===== config.mk =====
export PLATFORM = sky130hd
export DESIGN_NAME = wdt_evsel
export DESIGN_NICKNAME = d
export VERILOG_FILES = /design/src/rtl/wdt_evsel_pkg.sv /design/src/rtl/wdt_evsel_ctl.sv /design/src/rtl/wdt_evsel_cnt.sv /design/src/rtl/wdt_evsel_evout.sv /design/src/rtl/wdt_evsel.sv
export SDC_FILE = /design/constraint.sdc
export NUM_CORES = 1
export LEC_CHECK = 0
export BUFFER_PORTS_ARGS = -buffer_cell sky130_fd_sc_hd__buf_2
export CAP_MARGIN = 20
export CORE_MARGIN = 3
export CORE_UTILIZATION = 45
export DETAILED_ROUTE_END_ITERATION = 12
export HOLD_SLACK_MARGIN = 0.1
export PLACE_DENSITY_LB_ADDON = 0.12
export REMOVE_ABC_BUFFERS = 1
export SLEW_MARGIN = 20
export SYNTH_ARGS = -nofsm -noshare
export SYNTH_HDL_FRONTEND = slang
export SYNTH_SLANG_ARGS = --single-unit

===== constraint.sdc =====
create_clock -name clk_i -period 3.4 [get_ports clk_i]
set_input_delay 0.51 -clock clk_i [delete_from_list [all_inputs] [get_ports clk_i]]
set_output_delay 0.51 -clock clk_i [all_outputs]
set_load 0.05 [all_outputs]

===== src/rtl/wdt_evsel_pkg.sv =====
package wdt_evsel_pkg;
  localparam logic [7:0] KEY_OFF = 8'hAD;
  localparam int unsigned NUM_EV = 3;
  localparam int unsigned FLAG_BIT = 15;
  localparam int unsigned KEY_LSB = 4;
  localparam int unsigned KEY_W = 8;
  localparam int unsigned SEL_LSB = 1;
  localparam int unsigned SEL_W = 2;

  typedef enum logic [SEL_W-1:0] {
    EV_RST  = 2'b00,
    EV_NMI  = 2'b01,
    EV_GPI  = 2'b10,
    EV_NONE = 2'b11
  } ev_sel_e;

  typedef enum logic [1:0] {
    A_CTL  = 2'd0,
    A_PER  = 2'd1,
    A_STAT = 2'd2,
    A_RSVD = 2'd3
  } reg_addr_e;
endpackage


===== src/rtl/wdt_evsel_ctl.sv =====
module wdt_evsel_ctl
  import wdt_evsel_pkg::*;
(
  input  logic             clk_i,
  input  logic             rst_ni,
  input  logic             we_i,
  input  logic [KEY_W-1:0] key_i,
  input  logic [SEL_W-1:0] sel_i,
  input  logic             flag_clr_i,
  input  logic             expire_i,
  output logic [KEY_W-1:0] key_o,
  output ev_sel_e          sel_o,
  output logic             flag_o,
  output logic             en_o,
  output logic             en_rise_o
);
  logic [KEY_W-1:0] key_q;
  ev_sel_e          sel_q;
  logic             flag_q;

  assign en_o      = (key_q != KEY_OFF);
  assign en_rise_o = we_i && !en_o && (key_i != KEY_OFF);

  always_ff @(posedge clk_i or negedge rst_ni) begin
    if (!rst_ni) begin
      key_q <= KEY_OFF;
      sel_q <= EV_NONE;
    end else if (we_i) begin
      key_q <= key_i;
      sel_q <= ev_sel_e'(sel_i);
    end
  end

  // expiry wins over a write-one-to-clear in the same cycle
  always_ff @(posedge clk_i or negedge rst_ni) begin
    if (!rst_ni)                  flag_q <= 1'b0;
    else if (expire_i)            flag_q <= 1'b1;
    else if (we_i && flag_clr_i)  flag_q <= 1'b0;
  end

  assign key_o  = key_q;
  assign sel_o  = sel_q;
  assign flag_o = flag_q;
endmodule


===== src/rtl/wdt_evsel_cnt.sv =====
module wdt_evsel_cnt #(
  parameter int unsigned CNT_W = 32
) (
  input  logic             clk_i,
  input  logic             rst_ni,
  input  logic             per_we_i,
  input  logic [CNT_W-1:0] per_i,
  input  logic             reload_i,
  input  logic             en_i,
  output logic [CNT_W-1:0] period_o,
  output logic [CNT_W-1:0] cnt_o,
  output logic             zero_o
);
  logic [CNT_W-1:0] period_q;
  logic [CNT_W-1:0] cnt_q;

  always_ff @(posedge clk_i or negedge rst_ni) begin
    if (!rst_ni)       period_q <= '0;
    else if (per_we_i) period_q <= per_i;
  end

  always_ff @(posedge clk_i or negedge rst_ni) begin
    if (!rst_ni)                  cnt_q <= '0;
    else if (reload_i)            cnt_q <= period_q;
    else if (en_i && !zero_o)     cnt_q <= cnt_q - CNT_W'(1);
  end

  assign zero_o   = (cnt_q == '0);
  assign period_o = period_q;
  assign cnt_o    = cnt_q;
endmodule


===== src/rtl/wdt_evsel_evout.sv =====
module wdt_evsel_evout
  import wdt_evsel_pkg::*;
(
  input  logic              flag_i,
  input  logic              en_i,
  input  ev_sel_e           sel_i,
  output logic [NUM_EV-1:0] ev_o
);
  for (genvar g = 0; g < NUM_EV; g++) begin : g_ev
    assign ev_o[g] = flag_i && en_i && (sel_i == ev_sel_e'(g));
  end
endmodule


===== src/rtl/wdt_evsel.sv =====
module wdt_evsel
  import wdt_evsel_pkg::*;
#(
  parameter int unsigned DATA_W = 32,
  parameter int unsigned CNT_W  = 32
) (
  input  logic              clk_i,
  input  logic              rst_ni,
  input  logic              wr_en_i,
  input  logic [1:0]        addr_i,
  input  logic [DATA_W-1:0] wdata_i,
  output logic [DATA_W-1:0] rdata_o,
  output logic              evt_rst_o,
  output logic              evt_nmi_o,
  output logic              evt_gpi_o
);
  logic             ctl_we, per_we, stat_we;
  logic [KEY_W-1:0] key;
  ev_sel_e          sel;
  logic             flag, en, en_rise, zero, expire;
  logic [CNT_W-1:0] period_q, cnt_q;
  logic [NUM_EV-1:0] ev_vec;

  assign ctl_we  = wr_en_i && (addr_i == A_CTL);
  assign per_we  = wr_en_i && (addr_i == A_PER);
  assign stat_we = wr_en_i && (addr_i == A_STAT);
  assign expire  = en && zero && !stat_we;

  wdt_evsel_ctl u_ctl (
    .clk_i      (clk_i),
    .rst_ni     (rst_ni),
    .we_i       (ctl_we),
    .key_i      (wdata_i[KEY_LSB +: KEY_W]),
    .sel_i      (wdata_i[SEL_LSB +: SEL_W]),
    .flag_clr_i (wdata_i[FLAG_BIT]),
    .expire_i   (expire),
    .key_o      (key),
    .sel_o      (sel),
    .flag_o     (flag),
    .en_o       (en),
    .en_rise_o  (en_rise)
  );

  wdt_evsel_cnt #(.CNT_W(CNT_W)) u_cnt (
    .clk_i    (clk_i),
    .rst_ni   (rst_ni),
    .per_we_i (per_we),
    .per_i    (wdata_i[CNT_W-1:0]),
    .reload_i (stat_we || en_rise),
    .en_i     (en),
    .period_o (period_q),
    .cnt_o    (cnt_q),
    .zero_o   (zero)
  );

  wdt_evsel_evout u_ev (
    .flag_i (flag),
    .en_i   (en),
    .sel_i  (sel),
    .ev_o   (ev_vec)
  );

  assign evt_rst_o = ev_vec[EV_RST];
  assign evt_nmi_o = ev_vec[EV_NMI];
  assign evt_gpi_o = ev_vec[EV_GPI];

  always_comb begin
    rdata_o = '0;
    unique case (addr_i)
      A_CTL: begin
        rdata_o[FLAG_BIT]              = flag;
        rdata_o[KEY_LSB +: KEY_W]      = key;
        rdata_o[SEL_LSB +: SEL_W]      = sel;
      end
      A_PER:   rdata_o = DATA_W'(period_q);
      A_STAT:  rdata_o = DATA_W'(cnt_q);
      default: rdata_o = '0;
    endcase
  end
endmodule


==> metrics.md <==
| Metric | Value |
|---|---|
| FF-to-FF End | `u_cnt.cnt_o[1]` |
| R2R cell count | `7` |
| WL final | `approximately 13000 um` |
| Reg-to-reg slack, setup | `a little over 0.6 ns` |
| Root buffer cell | `clkbuf_8` |
| DR vias/cell | `~6.3` |
| Post-CTS resize count | `0` |
| Fraction of registers with async set/reset | `100%` |
| Nets | `between 500 and 600` |
| # Post-CTS Setup Buffers | `0` |
| IO Port Bufs | `71` |
| FILL cells | `roughly 950` |
| WL/cell | `roughly 20 um` |
| Relative slew slack | `about a third` |
| Psw | `between 1 and 1.5 mW` |
| Clock Tree Buf Depth | `2` |
| DP Area | `~5000 sq um` |
| Critical path startpoint category | `register` |
| RSZ-0062 raised after global routing | `false` |
| Finish-stage setup viols | `0` |
| Clock-pin slew on the worst setup and hold paths | `~0.08 ns` |
| Initial DRT Pass Iterations | `6` |
| Largest net degree at the start of global routing | `76` |
| Final core occ | `53.0%` |
| Detailed Place HPWL | `slightly above 9000 um` |
| Antenna viol nets, final | `0` |
| Number of synthesized flops with an enable pin | `0` |
| Tot GR Track Use | `a little under a quarter` |
| Total Power | `around 2.9 mW` |
| Maximum vdd drop | `between 200 and 250 uV` |
| Syn Area/Cell | `about 10 sq um` |
| Die X | `roughly 110 um` |
| Placed cell count | `between 600 and 700` |
| YS warnings | `0` |
| Final Cycle Share | `between 80% and 90%` |
| Diode count | `0` |
| Final Cell Area | `5180 sq um` |
| Hold Crit Class | `in2async` |
| Io pins | `72` |
| First-iteration detailed-routing DRC count | `about 240` |
| Power Dens Cells | `557 nW/um^2` |
| Die Y | `roughly 110 um` |
| Top_reg_cell synth | `dfrtp_1` |
| Comb power frac | `29.4%` |
| Max-Cap Viols | `0` |
| Multi-input gate area | `2460 sq um` |
| Post-route minimum period | `2.79 ns` |
| Reg power frac | `roughly half` |
| Syn Std Cell Area | `about 4500 sq um` |
| Clock latency on the worst-skew pair | `roughly 0.36 ns` |
| Seq/Total Area, Yosys | `about two fifths` |
| Status | `completed` |
| Post-route setup TNS | `0 ns` |
| Seq cells post-synth | `75` |
| Worst slew pin tran | `between 0.9 and 1 ns` |
| Hold Vio Cnt, Final | `0` |
| Leak | `between 2 and 2.5 nW` |
| CTS Sinks | `75` |
| Core area | `slightly below 10000 sq um` |
| R2R Path Start | `u_cnt.cnt_o[0]` |
| Initial Util | `46.5%` |
| Internal power | `1.75 mW` |
| Storage cell area | `around 1900 sq um` |
| DRC violation count after routing | `0` |
| CTS buffer count | `9` |
| Crit path required time | `3.61 ns` |
| H-Tree Depth | `3` |
| Area Growth Syn to Fin | `14.0%` |
| Layout cell share with drive strength beyond 1 | `between 30% and 40%` |
| Fmax | `between 0.3 and 0.4 GHz` |
| Antenna violations before repair | `0` |
| Die Area | `roughly 11000 sq um` |
| Distinct cells, synth | `64` |
| Syn Inst Count | `453` |
| Switching portion of total power | `between 30% and 40%` |
| First-pass GRT wire length | `21100 um` |
| Total gr overflow | `0` |
| Routability Congestion | `0.945` |
| Number of global-route vias before repair | `approximately 4000` |
| Fin Clk Skew | `0.00527 ns` |
| Slew Viols, Final | `0` |
| Critical path data arrival time | `~3.0 ns` |
| Row Count | `36` |
| Post-CTS Hold Fix Bufs | `0` |
| Critical setup path kind | `reg2reg` |
| Crit Path Max Fanout | `16` |
| CTS tree | `built` |
| Fin cells | `between 600 and 700` |
| Clock power share | `21.0%` |
| Total number of vias | `approximately 4100` |
| CP endpoint kind | `register` |
[power groups by stage]
stage                     Sequential, mW  Clock [mW]  Combinational (mW)
after global routing                1.47       0.668               0.928
after CTS                           1.42       0.618               0.855
after floorplan                     1.34           0               0.661
after global placement              1.43           0               0.842
after detailed placement            1.44           0               0.852
final                               1.43       0.606               0.849
[through the flow]
stage,hold slack (ns),setup slack (ns)
finish,0.302,0.613
global route,0.367,0.431
CTS,0.351,0.646
detailed placement,0.495,0.664
global placement,0.498,0.752
floorplan,0.214,0.333
[cell usage after synthesis, types with 7 or more instances]
master | number | area, sq um
dfrtp_1 | 68 | 1700
a222oi_1 | 11 | 110
nor3_1 | 14 | 70.1
or3_1 | 7 | 43.8
clkbuf_1 | 24 | 90.1
nand2_1 | 31 | 116
dfstp_2 | 7 | 184
a221o_1 | 11 | 110
or4_1 | 12 | 90.1
nand3_1 | 14 | 70.1
nand4_1 | 9 | 56.3
nor4_1 | 11 | 68.8
mux2_2 | 42 | 473
a31oi_1 | 7 | 43.8
nor2_1 | 26 | 97.6
a22oi_1 | 24 | 180
nor2b_1 | 21 | 131
inv_1 | 11 | 41.3
o21ai_0 | 7 | 35.0
[worst max path at each step]
stage               slack [ns]         endpoint            from  cells after the start
global placement          0.75  u_cnt.cnt_o[17]  u_cnt.cnt_o[0]                      7
CTS                       0.65   u_cnt.cnt_o[1]  u_cnt.cnt_o[0]                      7
global route              0.43   u_cnt.cnt_o[1]  u_cnt.cnt_o[0]                      7
floorplan                 0.33  u_cnt.cnt_o[21]       addr_i[0]                      7
finish                    0.61   u_cnt.cnt_o[1]  u_cnt.cnt_o[0]                      7
detailed placement        0.66   u_cnt.cnt_o[1]  u_cnt.cnt_o[0]                      7
[sequential cells by signal (all words and copies together) (netlist names)]
register        flops
u_cnt.cnt_o        32
u_cnt.period_o     32
u_ctl.key_o         8
u_ctl.sel_o         2
u_ctl.flag_o        1
[kinds of logic after synthesis]
kind of cell | count (synthesis) | synth area share (%)
compound gates | 111 | 19.6
simple gates | 172 | 22.7
fa+ha+maj | 5 | 1.38
flops | 75 | 41.5
buf+inv | 48 | 4.46
mux | 42 | 10.4
[critical path: stages, from the launching register on]
cell and delay [ns]:
dfrtp_1 0.45, inv_1 0.09, ha_1 0.23, nor4b_4 0.32, nand4_2 0.24, or4_1 0.86, nand2_1 0.31, a221oi_1 0.12
[routing by layer]
metal	track usage (%)	share of wire (%)	up-vias
met4	5.84	0.87	0
met2	35.7	45	136
met5	0	0	-
li1	-	-	1892
met1	34.4	48	2038
met3	4.55	6.1	9
[cell usage in the layout (no fill, tap or decap), types with 14 or more instances in the layout]
master   instances
a22oi_1         24
buf_2           70
buf_4           14
dfrtp_1         68
mux2_2          42
nand2_1         31
nand3_1         14
nor2_1          26
nor2b_1         21
nor3_1          14
[cell type report]
cell class              instances  area share (%)
repair buffers                 85            9.18
inverters                      11           0.797
well taps                     133            3.21
flip-flops and latches         75            36.4
clock buffers                  15            3.02
multi-input cells             330            47.4
Note: power is estimated with default switching activity, not from simulation.
